==> src/rtl/extirq_pkg.sv <==
package extirq_pkg;

   // per-channel sensitivity setting
   typedef struct packed {
      logic pol;        // 1: active high / rising, 0: active low / falling
      logic edge_mode;  // 1: edge captured, 0: level follows pin
   } chan_cfg_t;

   localparam logic ADDR_CTRL = 1'b0;
   localparam logic ADDR_STAT = 1'b1;

endpackage

==> src/rtl/extirq_sync.sv <==
module extirq_sync #(
   parameter int   STAGES  = 2,
   parameter logic RST_VAL = 1'b1
) (
   input  logic clk,
   input  logic rst_n,
   input  logic d_i,
   output logic q_o
);

   logic [STAGES-1:0] chain_q;

   always_ff @(posedge clk or negedge rst_n) begin
      if (!rst_n) begin
         chain_q <= {STAGES{RST_VAL}};
      end else begin
         chain_q <= {chain_q[STAGES-2:0], d_i};
      end
   end

   assign q_o = chain_q[STAGES-1];

endmodule

==> src/rtl/extirq_regs.sv <==
module extirq_regs
   import extirq_pkg::*;
#(
   parameter int NUM_CH   = 4,
   parameter int REG_W    = 16,
   parameter int POL_MSB  = 15,
   parameter int EDGE_MSB = 11
) (
   input  logic                    clk,
   input  logic                    rst_n,
   input  logic                    wen_i,
   input  logic                    addr_i,
   input  logic [REG_W-1:0]        wdata_i,
   input  logic [NUM_CH-1:0]       pend_i,
   output logic [REG_W-1:0]        rdata_o,
   output chan_cfg_t [NUM_CH-1:0]  cfg_o,
   output logic [NUM_CH-1:0]       chg_o,
   output logic [NUM_CH-1:0]       clr_o
);

   function automatic logic [REG_W-1:0] calc_mask();
      logic [REG_W-1:0] m;
      m = '0;
      for (int k = 0; k < NUM_CH; k++) begin
         m[POL_MSB-k]  = 1'b1;
         m[EDGE_MSB-k] = 1'b1;
      end
      return m;
   endfunction

   localparam logic [REG_W-1:0] WR_MASK = calc_mask();

   logic [REG_W-1:0] cfg_q;
   logic             ctrl_wr;
   logic             stat_wr;

   assign ctrl_wr = wen_i && (addr_i == ADDR_CTRL);
   assign stat_wr = wen_i && (addr_i == ADDR_STAT);

   always_ff @(posedge clk or negedge rst_n) begin
      if (!rst_n) begin
         cfg_q <= '0;
      end else if (ctrl_wr) begin
         cfg_q <= wdata_i & WR_MASK;
      end
   end

   for (genvar k = 0; k < NUM_CH; k++) begin : g_ch
      assign cfg_o[k].pol       = cfg_q[POL_MSB-k];
      assign cfg_o[k].edge_mode = cfg_q[EDGE_MSB-k];
      assign chg_o[k] = ctrl_wr &&
                        ((wdata_i[POL_MSB-k]  != cfg_q[POL_MSB-k]) ||
                         (wdata_i[EDGE_MSB-k] != cfg_q[EDGE_MSB-k]));
      assign clr_o[k] = stat_wr && wdata_i[k];
   end

   always_comb begin
      rdata_o = '0;
      if (addr_i == ADDR_CTRL) begin
         rdata_o = cfg_q;
      end else begin
         rdata_o[NUM_CH-1:0] = pend_i;
      end
   end


   ctrl_wr_chk: assert property (@(posedge clk) disable iff (!rst_n)
      ctrl_wr |=> (cfg_q == ($past(wdata_i) & WR_MASK)));

endmodule

==> src/rtl/extirq_chan.sv <==
module extirq_chan
   import extirq_pkg::*;
#(
   parameter logic RST_VAL = 1'b1
) (
   input  logic      clk,
   input  logic      rst_n,
   input  logic      s_i,
   input  chan_cfg_t cfg_i,
   input  logic      chg_i,
   input  logic      clr_i,
   output logic      pend_o
);

   logic prev_q;
   logic latch_q;
   logic edge_hit;
   logic level_act;

   assign edge_hit  = cfg_i.edge_mode &&
                      (cfg_i.pol ? (s_i && !prev_q) : (!s_i && prev_q));
   assign level_act = (s_i == cfg_i.pol);

   always_ff @(posedge clk or negedge rst_n) begin
      if (!rst_n) begin
         prev_q  <= RST_VAL;
         latch_q <= 1'b0;
      end else begin
         prev_q <= s_i;
         if (chg_i) begin
            latch_q <= 1'b0;
         end else if (edge_hit) begin
            latch_q <= 1'b1;
         end else if (clr_i) begin
            latch_q <= 1'b0;
         end
      end
   end

   assign pend_o = cfg_i.edge_mode ? latch_q : level_act;


   pend_sticky_chk: assert property (@(posedge clk) disable iff (!rst_n)
      (cfg_i.edge_mode && latch_q && !clr_i && !chg_i) |=> latch_q);


   w1c_clear_chk: assert property (@(posedge clk) disable iff (!rst_n)
      (clr_i && !chg_i && (s_i == $past(s_i))) |=> !latch_q);


   set_wins_chk: assert property (@(posedge clk) disable iff (!rst_n)
      (cfg_i.edge_mode && cfg_i.pol && s_i && !$past(s_i) && !chg_i) |=> latch_q);


   level_no_latch_chk: assert property (@(posedge clk) disable iff (!rst_n)
      !cfg_i.edge_mode |-> !latch_q);


   cfgchg_flush_chk: assert property (@(posedge clk) disable iff (!rst_n)
      chg_i |=> !latch_q);

endmodule

==> src/rtl/extirq_cond.sv <==
module extirq_cond
   import extirq_pkg::*;
#(
   parameter int   NUM_CH      = 4,
   parameter int   REG_W       = 16,
   parameter int   POL_MSB     = 15,
   parameter int   EDGE_MSB    = 11,
   parameter int   SYNC_STAGES = 2,
   parameter logic PIN_IDLE    = 1'b1
) (
   input  logic              clk,
   input  logic              rst_n,
   input  logic [NUM_CH-1:0] pin_i,
   input  logic              reg_wen,
   input  logic              reg_addr,
   input  logic [REG_W-1:0]  reg_wdata,
   output logic [REG_W-1:0]  reg_rdata,
   output logic [NUM_CH-1:0] irq_pend_o
);

   if (NUM_CH < 1 || NUM_CH > REG_W) begin : g_bad_ch
      $error("NUM_CH out of range");
   end
   if (SYNC_STAGES < 2) begin : g_bad_sync
      $error("SYNC_STAGES must be at least 2");
   end
   if (POL_MSB >= REG_W || EDGE_MSB - NUM_CH + 1 < NUM_CH) begin : g_bad_pos
      $error("field positions do not fit the control word");
   end
   if (POL_MSB - NUM_CH + 1 <= EDGE_MSB) begin : g_bad_overlap
      $error("polarity and edge fields overlap");
   end

   chan_cfg_t [NUM_CH-1:0] cfg;
   logic [NUM_CH-1:0]      chg;
   logic [NUM_CH-1:0]      clr;
   logic [NUM_CH-1:0]      sync_s;

   extirq_regs #(
      .NUM_CH   (NUM_CH),
      .REG_W    (REG_W),
      .POL_MSB  (POL_MSB),
      .EDGE_MSB (EDGE_MSB)
   ) u_regs (
      .clk     (clk),
      .rst_n   (rst_n),
      .wen_i   (reg_wen),
      .addr_i  (reg_addr),
      .wdata_i (reg_wdata),
      .pend_i  (irq_pend_o),
      .rdata_o (reg_rdata),
      .cfg_o   (cfg),
      .chg_o   (chg),
      .clr_o   (clr)
   );

   for (genvar k = 0; k < NUM_CH; k++) begin : g_ch
      extirq_sync #(
         .STAGES  (SYNC_STAGES),
         .RST_VAL (PIN_IDLE)
      ) u_sync (
         .clk   (clk),
         .rst_n (rst_n),
         .d_i   (pin_i[k]),
         .q_o   (sync_s[k])
      );

      extirq_chan #(
         .RST_VAL (PIN_IDLE)
      ) u_chan (
         .clk    (clk),
         .rst_n  (rst_n),
         .s_i    (sync_s[k]),
         .cfg_i  (cfg[k]),
         .chg_i  (chg[k]),
         .clr_i  (clr[k]),
         .pend_o (irq_pend_o[k])
      );
   end

endmodule

==> config.mk <==
export PLATFORM = sky130hd
export DESIGN_NAME = extirq_cond
export DESIGN_NICKNAME = d
export VERILOG_FILES = /design/src/rtl/extirq_pkg.sv /design/src/rtl/extirq_sync.sv /design/src/rtl/extirq_regs.sv /design/src/rtl/extirq_chan.sv /design/src/rtl/extirq_cond.sv
export SDC_FILE = /design/constraint.sdc
export NUM_CORES = 1
export LEC_CHECK = 0
export ABC_AREA = 1
export BUFFER_PORTS_ARGS = -buffer_cell sky130_fd_sc_hd__buf_2
export CAP_MARGIN = 0
export CORE_MARGIN = 3
export CORE_UTILIZATION = 50
export CTS_CLUSTER_DIAMETER = 50
export CTS_CLUSTER_SIZE = 24
export DETAILED_ROUTE_END_ITERATION = 7
export PLACE_DENSITY_LB_ADDON = 0.1
export SYNTH_ARGS = -nofsm -noshare
export SYNTH_HDL_FRONTEND = slang
export SYNTH_SLANG_ARGS = --single-unit
==> constraint.sdc <==
create_clock -name clk -period 1.8 [get_ports clk]
set_input_delay 0.09 -clock clk [delete_from_list [all_inputs] [get_ports clk]]
set_output_delay 0.09 -clock clk [all_outputs]
set_load 0.01 [all_outputs]
# [Word level (Yosys, flattened, before mapping)]
# Index checks and enable logic that the tools add are counted.
# Widths: inputs -> output; s select.
[word_totals] ff_bits=24 latch_bits=0 ramBits=0 rom_bits=0 inputBits=24 out_inout_bits=20 word_cells=86 memories=0
[classes] addsub=0 multipliers=0 n_div=0 magnitude_cmp=0 eq_ne=12 shifts=0 muxes=22 n_bitwise=1 n_reduce_logical=38
[op_table] operator="$logic_and 1x1->1" count=22
[op_table] operator="$mux 1" count=20
[op_table] operator="$mux 12" count=1
[op_table] operator="$reduce_bool 3->1" count=4
[op_table] operator="$logic_not 1->1" count=8
[op_table] operator="$ne 1x1->1" count=8
[op_table] operator="$eq 1x1->1" count=4
[op_table] operator="$logic_or 1x1->1" count=4
[op_table] operator="$mux 4" count=1
[op_table] operator="$not 1->1" count=1

# [Longest topological paths before layout]
# Gate-level depths: netlist of the first run.
[logic_depth] ltp_word=6 depth_mapped=7 mapped_depth_nobuf=7

# [By module]
# A second synthesis of the first run with hierarchy kept.
[hier_totals] cells_unflattened=163 hier_area_um2=1296.2
[modules_own_cells] module="extirq_regs" instances=1 cells_each=103 area_each_um2=655.6 seq_area_each_um2=200.2
[modules_own_cells] module="extirq_chan" instances=4 cells_each=13 area_each_um2=107.6 seq_area_each_um2=51.3
[modules_own_cells] module="extirq_sync" instances=4 cells_each=2 area_each_um2=52.6 seq_area_each_um2=52.6

# [Least setup slack after synthesis of the first run]
# OpenSTA, ideal clock, no wires.
[synth_timing] path_kind="reg2out" start="register g_ch[0].u_sync.chain_q[1]" end="output port irq_pend_o[0]" t_arrival_ps=957 t_required_ps=1710 path_slack_ps=753 path_stages_with_launch=5 path_buffers=1 cell_sequence="dfstp_2 > nor2_1 > o21ai_0 > nand2_1 > buf_4"
[synth_between] elab_chain_cells=2
[synth_lines] element="start: declaration" line="extirq_sync.sv:11" source="logic [STAGES-1:0] chain_q;"
[synth_lines] element="start signal: assignment" line="extirq_sync.sv:15" source="chain_q <= {STAGES{RST_VAL}};"
[synth_lines] element="start signal: assignment" line="extirq_sync.sv:17" source="chain_q <= {chain_q[STAGES-2:0], d_i};"
[synth_lines] element="$eq 1x1->1" line="extirq_chan.sv:22" source="assign level_act = (s_i == cfg_i.pol);"
[synth_lines] element="$mux 1" line="extirq_chan.sv:40" source="assign pend_o = cfg_i.edge_mode ? latch_q : level_act;"
[synth_lines] element="end: declaration" line="extirq_cond.sv:18" source="output logic [NUM_CH-1:0] irq_pend_o"
# No other way between the ends.

# [Worst setup path after layout of the first run]
[layout_timing] start="register g_ch[3].u_sync.chain_q[1]" end="output port reg_rdata[3]"
[layout_between] elab_chain_cells=3
[layout_lines] element="start: declaration" line="extirq_sync.sv:11"
[layout_lines] element="start signal: assignment" line="extirq_sync.sv:15"
[layout_lines] element="start signal: assignment" line="extirq_sync.sv:17"
[layout_lines] element="$eq 1x1->1" line="extirq_chan.sv:22"
[layout_lines] element="$mux 1" line="extirq_chan.sv:40"
[layout_lines] element="$mux 4" line="extirq_regs.sv:59" source="if (addr_i == ADDR_CTRL) begin"
[layout_lines] element="end: declaration" line="extirq_cond.sv:17" source="output logic [REG_W-1:0] reg_rdata,"
# No other way between the ends.

==> results of run 1 <==
-- logic make-up after synthesis --
logic type / Yosys count / share of synthesized area (%)
AO/OA/AOI/OAI: 20 / 10.0
buffers and inverters: 40 / 14.8
flip-flops: 24 / 47.4
other: 1 / 0.289
AND/OR/NAND/NOR: 89 / 27.5
-- per-layer routing --
metal | GRT usage [%] | part of all wire (%) | vias to the layer above
met5 | 0 | 0 | -
met4 | 4.97 | 1.1 | 0
met3 | 2.26 | 5.3 | 4
met2 | 32.3 | 52 | 29
met1 | 21.7 | 42 | 489
li1 | - | - | 586
-- Yosys cell counts, drive strengths merged --
library cell | count | area share [%]
nand2 | 69 | 21
inv | 30 | 8.7
o21ai | 16 | 8.5
dfrtp | 12 | 23
dfstp | 12 | 24
nor2 | 12 | 3.5
buf | 10 | 6.1
nand3 | 8 | 3.1
a21oi | 4 | 1.5
conb | 1 | 0.29
-- power by group through the flow --
stage | clock network [mW] | registers, mW | logic, mW
after floorplan | 0 | 0.651 | 0.230
after global placement | 0 | 0.659 | 0.289
after detailed placement | 0 | 0.665 | 0.299
after CTS | 0.400 | 0.656 | 0.310
after global routing | 0.423 | 0.667 | 0.353
final | 0.385 | 0.656 | 0.306
-- what timing repair did --
item                       in CTS  in global routing
hold buffers                    5                  0
setup endpoints to repair       0                  0
hold endpoints to repair       16                  0
-- area by class of cell --
class	count	area share [%]
sequential	24	39.9
clock inverter	1	1.95
inverter	30	7.30
multi-input combinational	113	32.5
tap	28	2.27
clock buffer	3	1.46
timing repair buffer	40	14.6
-- through the flow --
step	std cells	util, %	instance area, µm²	setup WS, ps	total power [mW]
floorplan	177	-	1310	753	0.881
global placement	230	61.6	1440	699	0.948
detailed placement	230	61.6	1440	604	0.965
CTS	239	65.9	1540	179	1.37
global route	239	65.9	1540	87.0	1.44
finish	239	65.9	1540	199	1.35
-- tightest hold or removal path, stage by stage --
cell	delay, ps
sky130_fd_sc_hd__buf_2	100
sky130_fd_sc_hd__inv_1	70
sky130_fd_sc_hd__o21ai_2	60
-- registers in the layout, indices dropped and copies added (netlist names) --
name                 cells
g_ch.u_chan.latch_q      4
g_ch.u_chan.prev_q       4
g_ch.u_sync.chain_q      8
u_regs.cfg_q             8
-- path summary, 6_finish.rpt --
check,endpoint,cells past startpoint
min in group asynchronous,u_regs.cfg_q[10]$_DFFE_PN0P_,2
worst min-delay path,u_regs.cfg_q[12]$_DFFE_PN0P_,3
worst max register to register,g_ch[1].u_chan.latch_q$_DFFE_PN0P_,6
worst max-delay path,reg_rdata[3],4
max in group asynchronous,g_ch[0].u_sync.chain_q[0]$_DFF_PN1_,2
worst min register to register,g_ch[3].u_sync.chain_q[1]$_DFF_PN1_,0
==> out/summary.txt, run 1 <==
largest net degree at the start of global routing - 25
vias per inst - 4.64
post-cts sizing count - 0
post-CTS clock slew at the launch and capture registers of the worst setup and hold paths - 130 ps
worst vdd ir - 521 µV
number of antenna diodes - 0
fillcell total - 215
netlist area before placement - 1300 µm²
root buffer selected by CTS - sky130_fd_sc_hd__clkbuf_4
sequential cell fraction of total power - 48.7%
crit end category - primary output
status - finished, final reports clean
number of vias in the routed layout - 1108
list of cells traversed by the critical path - nor2_1 -> o21ai_0 -> a21oi_1 -> buf_2
Worst path max stage delay - 570 ps
WP data required - 1710 ps
final total negative setup slack - 0 ps
normalized max-slew margin - 65.3%
most common cell after layout, fill and taps aside - sky130_fd_sc_hd__nand2_1
R2R Setup Slk - 810 ps
Layout Area Growth over Synthesis - 18.9%
worst-skew pair later-pin latency - 310 ps
proportion of power drawn by the clock network - 28.6%
data arrival time of the worst path - 1510 ps
number of core rows - 17
count of boundary I/O pins - 44
overall die height - 56.9 µm
switching fraction of total power - 29.2%
Min-Delay Startpoint - reg_wdata[12]
multi-input gate area in the final layout - 502 µm²
relative contribution of combinational cells to total power - 22.7%
commonest non-fill, non-tap cells in the layout - sky130_fd_sc_hd__nand2_1 (66), sky130_fd_sc_hd__buf_2 (35), sky130_fd_sc_hd__inv_1 (29)
initial antenna violation count - 0
wire length reported by the detailed router - 2580 µm
number of buffers created by CTS - 3
layout cells sized above 1 - 29.9%
area of the core region - 2340 µm²
number of distinct library cell variants in the gate-level netlist after synthesis - 15
hold crit path type - primary input to flip-flop
Tmin final - 1600 ps
average cell area after synthesis - 7.46 µm²
pins over their slew limit - 0
internal power - 954 µW
CTS tree - yes
full die area - 3240 µm²
post-CTS repair timing setup buffer count - 0
Avg WL per Cell - 10.8 µm
deepest clock path buffer count - 2
Setup-failing EPs final - 0
clock sinks - 24
measured slew at the worst slew-check pin - 520 ps
gate family responsible for the most delay along the worst path - flip-flops
Detail Route Antenna Nets - 0
sum of net half-perimeters after detailed placement - 1950 µm
synthesized flop and latch total - 24
Storage cell area - 616 µm²
Max Cap Violations - 0
nets@finish - 236
launching point of the worst reg2reg path - g_ch[1].u_sync.chain_q[1]$_DFF_PN1_
synth warn - 0
Critical Setup Path Class - flip-flop to primary output
share of synthesized area occupied by flip-flops and latches - 47.4%
kind of start point of the critical path - flip-flop
maximum clock frequency - 625 MHz
starting density of the core - 55.5%
Period Utilization, post-route - 88.9%
cell leakage power - 0.925 nW
Buf+Inv Stages, Crit Path - 1
Total GRT Usage - 17.7%
synthesized instance count - 174
RSZ-0062 raised after global routing - no
worst setup path startpoint - g_ch[3].u_sync.chain_q[1]$_DFF_PN1_
CP max FO - 4
Worst Skew - 5.05 ps
iteration-0 DRC count of the detailed router - 43
number of hold violations in the final report - 0
Detailed Routing Iterations Pass 1 - 4
number of global-route vias before repair - 1107
Remaining DRCs - 0
gpl congestion - 0.800
total power density per cell area - 873 nW/µm²
Congestion Overflow GR - 0
worst hold slack across all endpoints - 34.3 ps
CTS HTree Levels - 1
number of buffer cells added on primary ports - 35
net switching power figure - 394 µW
floorplan die width - 56.9 µm
wire length of the first global-routing pass - 4610 µm
crit path max-delay cell type - sky130_fd_sc_hd__dfstp_2
No activity file was read; power rests on OpenSTA's default activity.
==> run 2, diff against run 1 <==
--- a/config.mk
+++ b/config.mk
@@ -8,8 +8,10 @@
 export ABC_AREA = 1
 export BUFFER_PORTS_ARGS = -buffer_cell sky130_fd_sc_hd__buf_2
 export CAP_MARGIN = 0
+export CELL_PAD_IN_SITES_DETAIL_PLACEMENT = 1
+export CELL_PAD_IN_SITES_GLOBAL_PLACEMENT = 1
 export CORE_MARGIN = 3
-export CORE_UTILIZATION = 50
+export CORE_UTILIZATION = 37
 export CTS_CLUSTER_DIAMETER = 50
 export CTS_CLUSTER_SIZE = 24
 export DETAILED_ROUTE_END_ITERATION = 7
==> run 2 against run 1 <==
Against the previous run:
- final area increased by 0.24%
- worst hold slack is essentially flat
- sequential share of layout area decreased by 0.097 points
- clock skew down 4.4 ps
- first-iteration DRC count is 16% lower
- non-clock buffer count is the same
- combinational power increased by 2%
- largest cell class unchanged
==> out/summary.txt, run 2 (synthesized netlist as in run 1, its figures left out) <==
RSZ-0062 raised after global routing - no
number of buffers created by CTS - 3
post-CTS repair timing setup buffer count - 0
final total negative setup slack - 0 ps
normalized max-slew margin - 63.9%
number of antenna diodes - 0
Detailed Routing Iterations Pass 1 - 2
Remaining DRCs - 0
sum of net half-perimeters after detailed placement - 2290 µm
Critical Setup Path Class - flip-flop to primary output
full die area - 4250 µm²
worst-skew pair later-pin latency - 320 ps
kind of start point of the critical path - flip-flop
multi-input gate area in the final layout - 502 µm²
root buffer selected by CTS - sky130_fd_sc_hd__clkbuf_4
overall die height - 65.2 µm
Min-Delay Startpoint - reg_wdata[10]
Worst Skew - 0.684 ps
clock sinks - 24
cell leakage power - 0.918 nW
CTS HTree Levels - 1
gpl congestion - 0.725
biggest registers after layout - g_ch.u_sync.chain_q (8), u_regs.cfg_q (8)
hold endpoint - u_regs.cfg_q[10]$_DFFE_PN0P_
Setup-failing EPs final - 0
crit end category - primary output
cell count of the worst hold path - 3
vias per inst - 4.47
deepest clock path buffer count - 2
number of vias in the routed layout - 1140
number of core rows - 20
initial antenna violation count - 0
maximum clock frequency - 644 MHz
fillcell total - 441
largest net degree at the start of global routing - 25
count of boundary I/O pins - 44
Period Utilization, post-route - 86.3%
starting density of the core - 40.5%
WP data required - 1710 ps
CTS tree - yes
CP max FO - 4
worst vdd ir - 334 µV
wire length reported by the detailed router - 3050 µm
post-cts sizing count - 0
number of hold violations in the final report - 0
Max Cap Violations - 0
layout cells sized above 1 - 29.9%
Total GRT Usage - 15.8%
Congestion Overflow GR - 0
commonest non-fill, non-tap cells in the layout - sky130_fd_sc_hd__nand2_1 (66), sky130_fd_sc_hd__buf_2 (35), sky130_fd_sc_hd__inv_1 (29)
Detail Route Antenna Nets - 0
worst reg2reg endpoint - g_ch[0].u_chan.latch_q$_DFFE_PN0P_
Layout Area Growth over Synthesis - 19.2%
pins over their slew limit - 0
Avg WL per Cell - 12.0 µm
total power density per cell area - 815 nW/µm²
worst hold slack across all endpoints - 34.8 ps
number of global-route vias before repair - 1190
Storage cell area - 616 µm²
measured slew at the worst slew-check pin - 541 ps
number of buffer cells added on primary ports - 35
iteration-0 DRC count of the detailed router - 36
R2R Setup Slk - 780 ps
status - finished, final reports clean
nets@finish - 236
launching point of the worst reg2reg path - g_ch[0].u_sync.chain_q[1]$_DFF_PN1_
Hold-fix buffers, CTS - 5
Tmin final - 1550 ps
data arrival time of the worst path - 1460 ps
Register-to-Register Path Depth - 6
floorplan die width - 65.2 µm
hold crit path type - primary input to flip-flop
post-CTS clock slew at the launch and capture registers of the worst setup and hold paths - 140 ps
most common cell after layout, fill and taps aside - sky130_fd_sc_hd__nand2_1
wire length of the first global-routing pass - 5130 µm
area of the core region - 3200 µm²
[run 2: changes by cell type in the layout (fill, tap and decap cells not counted), sizes merged]
cell / previous run / this run
bufinv: 1 / 0
clkbuf: 3 / 4
[run 2: through the flow]
stage	instance area [µm²]	total power [mW]	setup WS (ps)	cells	util (%)
2_1_floorplan	1310	0.881	753	177	-
4_1_cts	1550	1.28	209	255	48.3
3_5_place_dp	1460	0.975	637	246	45.6
3_3_place_gp	1460	0.955	674	246	45.6
5_1_grt	1550	1.36	103	255	48.3
6_report	1550	1.26	246	255	48.3
[run 2: worst max-delay path by stage]
stage / from / to / slack [ps] / cells after the start
after floorplan: g_ch[0].u_sync.chain_q[1]$_DFF_PN1_ / irq_pend_o[0] / 750 / 4
after global placement: reg_addr / g_ch[2].u_chan.latch_q$_DFFE_PN0P_ / 670 / 7
after detailed placement: g_ch[1].u_sync.chain_q[1]$_DFF_PN1_ / reg_rdata[1] / 640 / 5
after CTS: g_ch[1].u_sync.chain_q[1]$_DFF_PN1_ / reg_rdata[1] / 210 / 4
after global routing: g_ch[1].u_sync.chain_q[1]$_DFF_PN1_ / reg_rdata[1] / 100 / 4
final: g_ch[1].u_sync.chain_q[1]$_DFF_PN1_ / reg_rdata[1] / 250 / 4
[run 2: area by class of cell]
type	count	share of cell area, %
Clock buffer	4	2.35
Inverter	30	7.28
Multi-Input combinational cell	113	32.4
Sequential cell	24	39.8
Tap cell	44	3.56
Timing Repair Buffer	40	14.6
[run 2: report_power, final]
group | switching, mW | leakage [nW] | internal [mW]
sequential | 0.0507 | 0.276 | 0.604
combinational | 0.189 | 0.621 | 0.124
clock | 0.169 | 0.0210 | 0.124
[run 2: worst max-delay path, cell delays in order (launching register included)]
cell	delay [ps]
sky130_fd_sc_hd__dfstp_2	580
sky130_fd_sc_hd__nor2_1	40
sky130_fd_sc_hd__o21ai_0	260
sky130_fd_sc_hd__a21oi_1	120
sky130_fd_sc_hd__buf_2	150
[run 2: per-layer routing]
| layer | track usage, % | part of all wire, % | up-vias |
|---|---|---|---|
| met2 | 30.1 | 52 | 26 |
| met4 | 5.44 | 0.62 | 0 |
| met1 | 17.5 | 43 | 527 |
| met5 | 0 | 0 | - |
| met3 | 2.56 | 4.3 | 2 |
| li1 | - | - | 585 |
==> run 3, diff against run 2 <==
--- a/config.mk
+++ b/config.mk
@@ -10,6 +10,7 @@
 export CAP_MARGIN = 0
 export CELL_PAD_IN_SITES_DETAIL_PLACEMENT = 1
 export CELL_PAD_IN_SITES_GLOBAL_PLACEMENT = 1
+export CORE_ASPECT_RATIO = 0.5
 export CORE_MARGIN = 3
 export CORE_UTILIZATION = 37
 export CTS_CLUSTER_DIAMETER = 50
==> run 3 against run 2 <==
Against the previous run:
- critical path type unchanged
- sequential share of layout area decreased by 0.60 points
- clock skew increased by 0.68 ps
- via count down 0.18%
- fmax rose by 5.3%
- register-to-register slack gained 30 ps
- sequential power about the same
- clock power is 28% higher
==> out/summary.txt, run 3 (synthesized netlist as in run 1, its figures left out) <==
sequential cell fraction of total power - 48.9%
multi-input gate area in the final layout - 502 µm²
initial antenna violation count - 0
final total negative setup slack - 0 ps
CP max FO - 4
Min-Delay Startpoint - reg_wdata[12]
number of global-route vias before repair - 1163
number of hold violations in the final report - 0
maximum clock frequency - 677 MHz
largest net degree at the start of global routing - 25
Remaining DRCs - 0
full die area - 4300 µm²
sum of net half-perimeters after detailed placement - 2310 µm
worst reg2reg endpoint - g_ch[1].u_chan.latch_q$_DFFE_PN0P_
Register-to-Register Path Depth - 6
net switching power figure - 416 µW
Tmin final - 1480 ps
measured slew at the worst slew-check pin - 547 ps
Avg WL per Cell - 11.7 µm
number of buffer cells added on primary ports - 35
launching point of the worst reg2reg path - g_ch[1].u_sync.chain_q[1]$_DFF_PN1_
Layout Area Growth over Synthesis - 21.0%
hold crit path type - primary input to flip-flop
hold endpoint - u_regs.cfg_q[12]$_DFFE_PN0P_
data arrival time of the worst path - 1390 ps
biggest registers after layout - g_ch.u_sync.chain_q (8), u_regs.cfg_q (8)
post-cts sizing count - 0
root buffer selected by CTS - sky130_fd_sc_hd__clkbuf_8
Setup-failing EPs final - 0
Detail Route Antenna Nets - 0
status - finished, final reports clean
CTS tree - yes
gpl congestion - 0.731
Worst path max stage delay - 550 ps
Critical Setup Path Class - flip-flop to primary output
fillcell total - 425
starting density of the core - 40.9%
overall die height - 47.9 µm
worst-skew pair later-pin latency - 270 ps
Congestion Overflow GR - 0
Detailed Routing Iterations Pass 1 - 4
list of cells traversed by the critical path - nor2_1 -> o21ai_0 -> a21oi_1 -> buf_2
wire length reported by the detailed router - 3040 µm
commonest non-fill, non-tap cells in the layout - sky130_fd_sc_hd__nand2_1 (66), sky130_fd_sc_hd__buf_2 (35), sky130_fd_sc_hd__inv_1 (29)
crit path max-delay cell type - sky130_fd_sc_hd__dfstp_2
wire length of the first global-routing pass - 5250 µm
worst setup path startpoint - g_ch[3].u_sync.chain_q[1]$_DFF_PN1_
Max Cap Violations - 0
WP data required - 1710 ps
switching fraction of total power - 31.0%
R2R Setup Slk - 810 ps
cell count of the worst hold path - 3
count of boundary I/O pins - 44
normalized max-slew margin - 63.5%
final setup margin - 324 ps
number of core rows - 14
worst vdd ir - 302 µV
number of antenna diodes - 0
vias per inst - 4.39
post-CTS clock slew at the launch and capture registers of the worst setup and hold paths - 80 ps
worst slack at placement - 605 ps
crit end category - primary output
total power density per cell area - 854 nW/µm²
number of vias in the routed layout - 1138
deepest clock path buffer count - 2
Storage cell area - 616 µm²
proportion of power drawn by the clock network - 27.9%
Period Utilization, post-route - 82.0%
pins over their slew limit - 0
nets@finish - 236
area of the core region - 3170 µm²
cell leakage power - 0.926 nW
number of buffers created by CTS - 3
relative contribution of combinational cells to total power - 23.2%
CTS HTree Levels - 1
clock sinks - 24
Worst Skew - 1.36 ps
Total GRT Usage - 16.0%
layout cells sized above 1 - 29.9%
internal power - 924 µW
floorplan die width - 89.7 µm
kind of start point of the critical path - flip-flop
iteration-0 DRC count of the detailed router - 18
RSZ-0062 raised after global routing - no
most common cell after layout, fill and taps aside - sky130_fd_sc_hd__nand2_1
run 3: layout make-up:
cell class                      count  share of cell area, %
Timing Repair Buffer               40                   14.3
Inverter                           30                   7.17
Clock buffer                        4                   3.51
Sequential cell                    24                   39.2
Multi-Input combinational cell    113                   32.0
Tap cell                           48                   3.82
run 3: repair_timing:
| item | CTS | global route |
|---|---|---|
| hold buffers | 5 | 0 |
| setup buffers | 0 | 0 |
| endpoints found under the hold margin | 16 | 0 |
| endpoints found under the setup margin | 0 | 0 |
run 3: through the flow:
stage | cell area, µm² | instances | util (%) | hold WS (ps) | power (mW)
after floorplan | 1310 | 177 | - | -206 | 0.881
after global placement | 1470 | 250 | 46.2 | 108 | 0.959
after detailed placement | 1470 | 250 | 46.2 | 124 | 0.974
after CTS | 1570 | 259 | 49.5 | 82.6 | 1.37
after global routing | 1570 | 259 | 49.5 | 87.2 | 1.44
final | 1570 | 259 | 49.5 | 88.3 | 1.34
run 3: worst max-delay path, delay by kind of cell, from the launching register on:
family                 cells  cell delay (ps)
and+or+nand+nor            1               40
DFF                        1              550
buffers and inverters      1              150
AOI/OAI and AO/OA          2              370
run 3: power by group through the flow:
stage | Combinational [mW] | Clock (mW) | Sequential (mW)
floorplan | 0.230 | 0 | 0.651
global placement | 0.296 | 0 | 0.663
detailed placement | 0.309 | 0 | 0.665
CTS | 0.318 | 0.393 | 0.656
global route | 0.361 | 0.415 | 0.667
finish | 0.311 | 0.374 | 0.655
run 3: worst max-delay path by stage:
stage / to / cells past startpoint
CTS: reg_rdata[3] / 4
finish: reg_rdata[3] / 4
detailed placement: reg_rdata[3] / 4
floorplan: irq_pend_o[0] / 4
global route: reg_rdata[3] / 4
global placement: g_ch[1].u_chan.latch_q$_DFFE_PN0P_ / 7
run 3: metal layers:
metal | vias up | track usage, % | share of wire [%]
met5 | - | 0 | 0
met4 | 0 | 4.57 | 1.2
li1 | 580 | - | -
met3 | 4 | 5.18 | 5.7
met2 | 27 | 28.3 | 44
met1 | 527 | 19.7 | 49
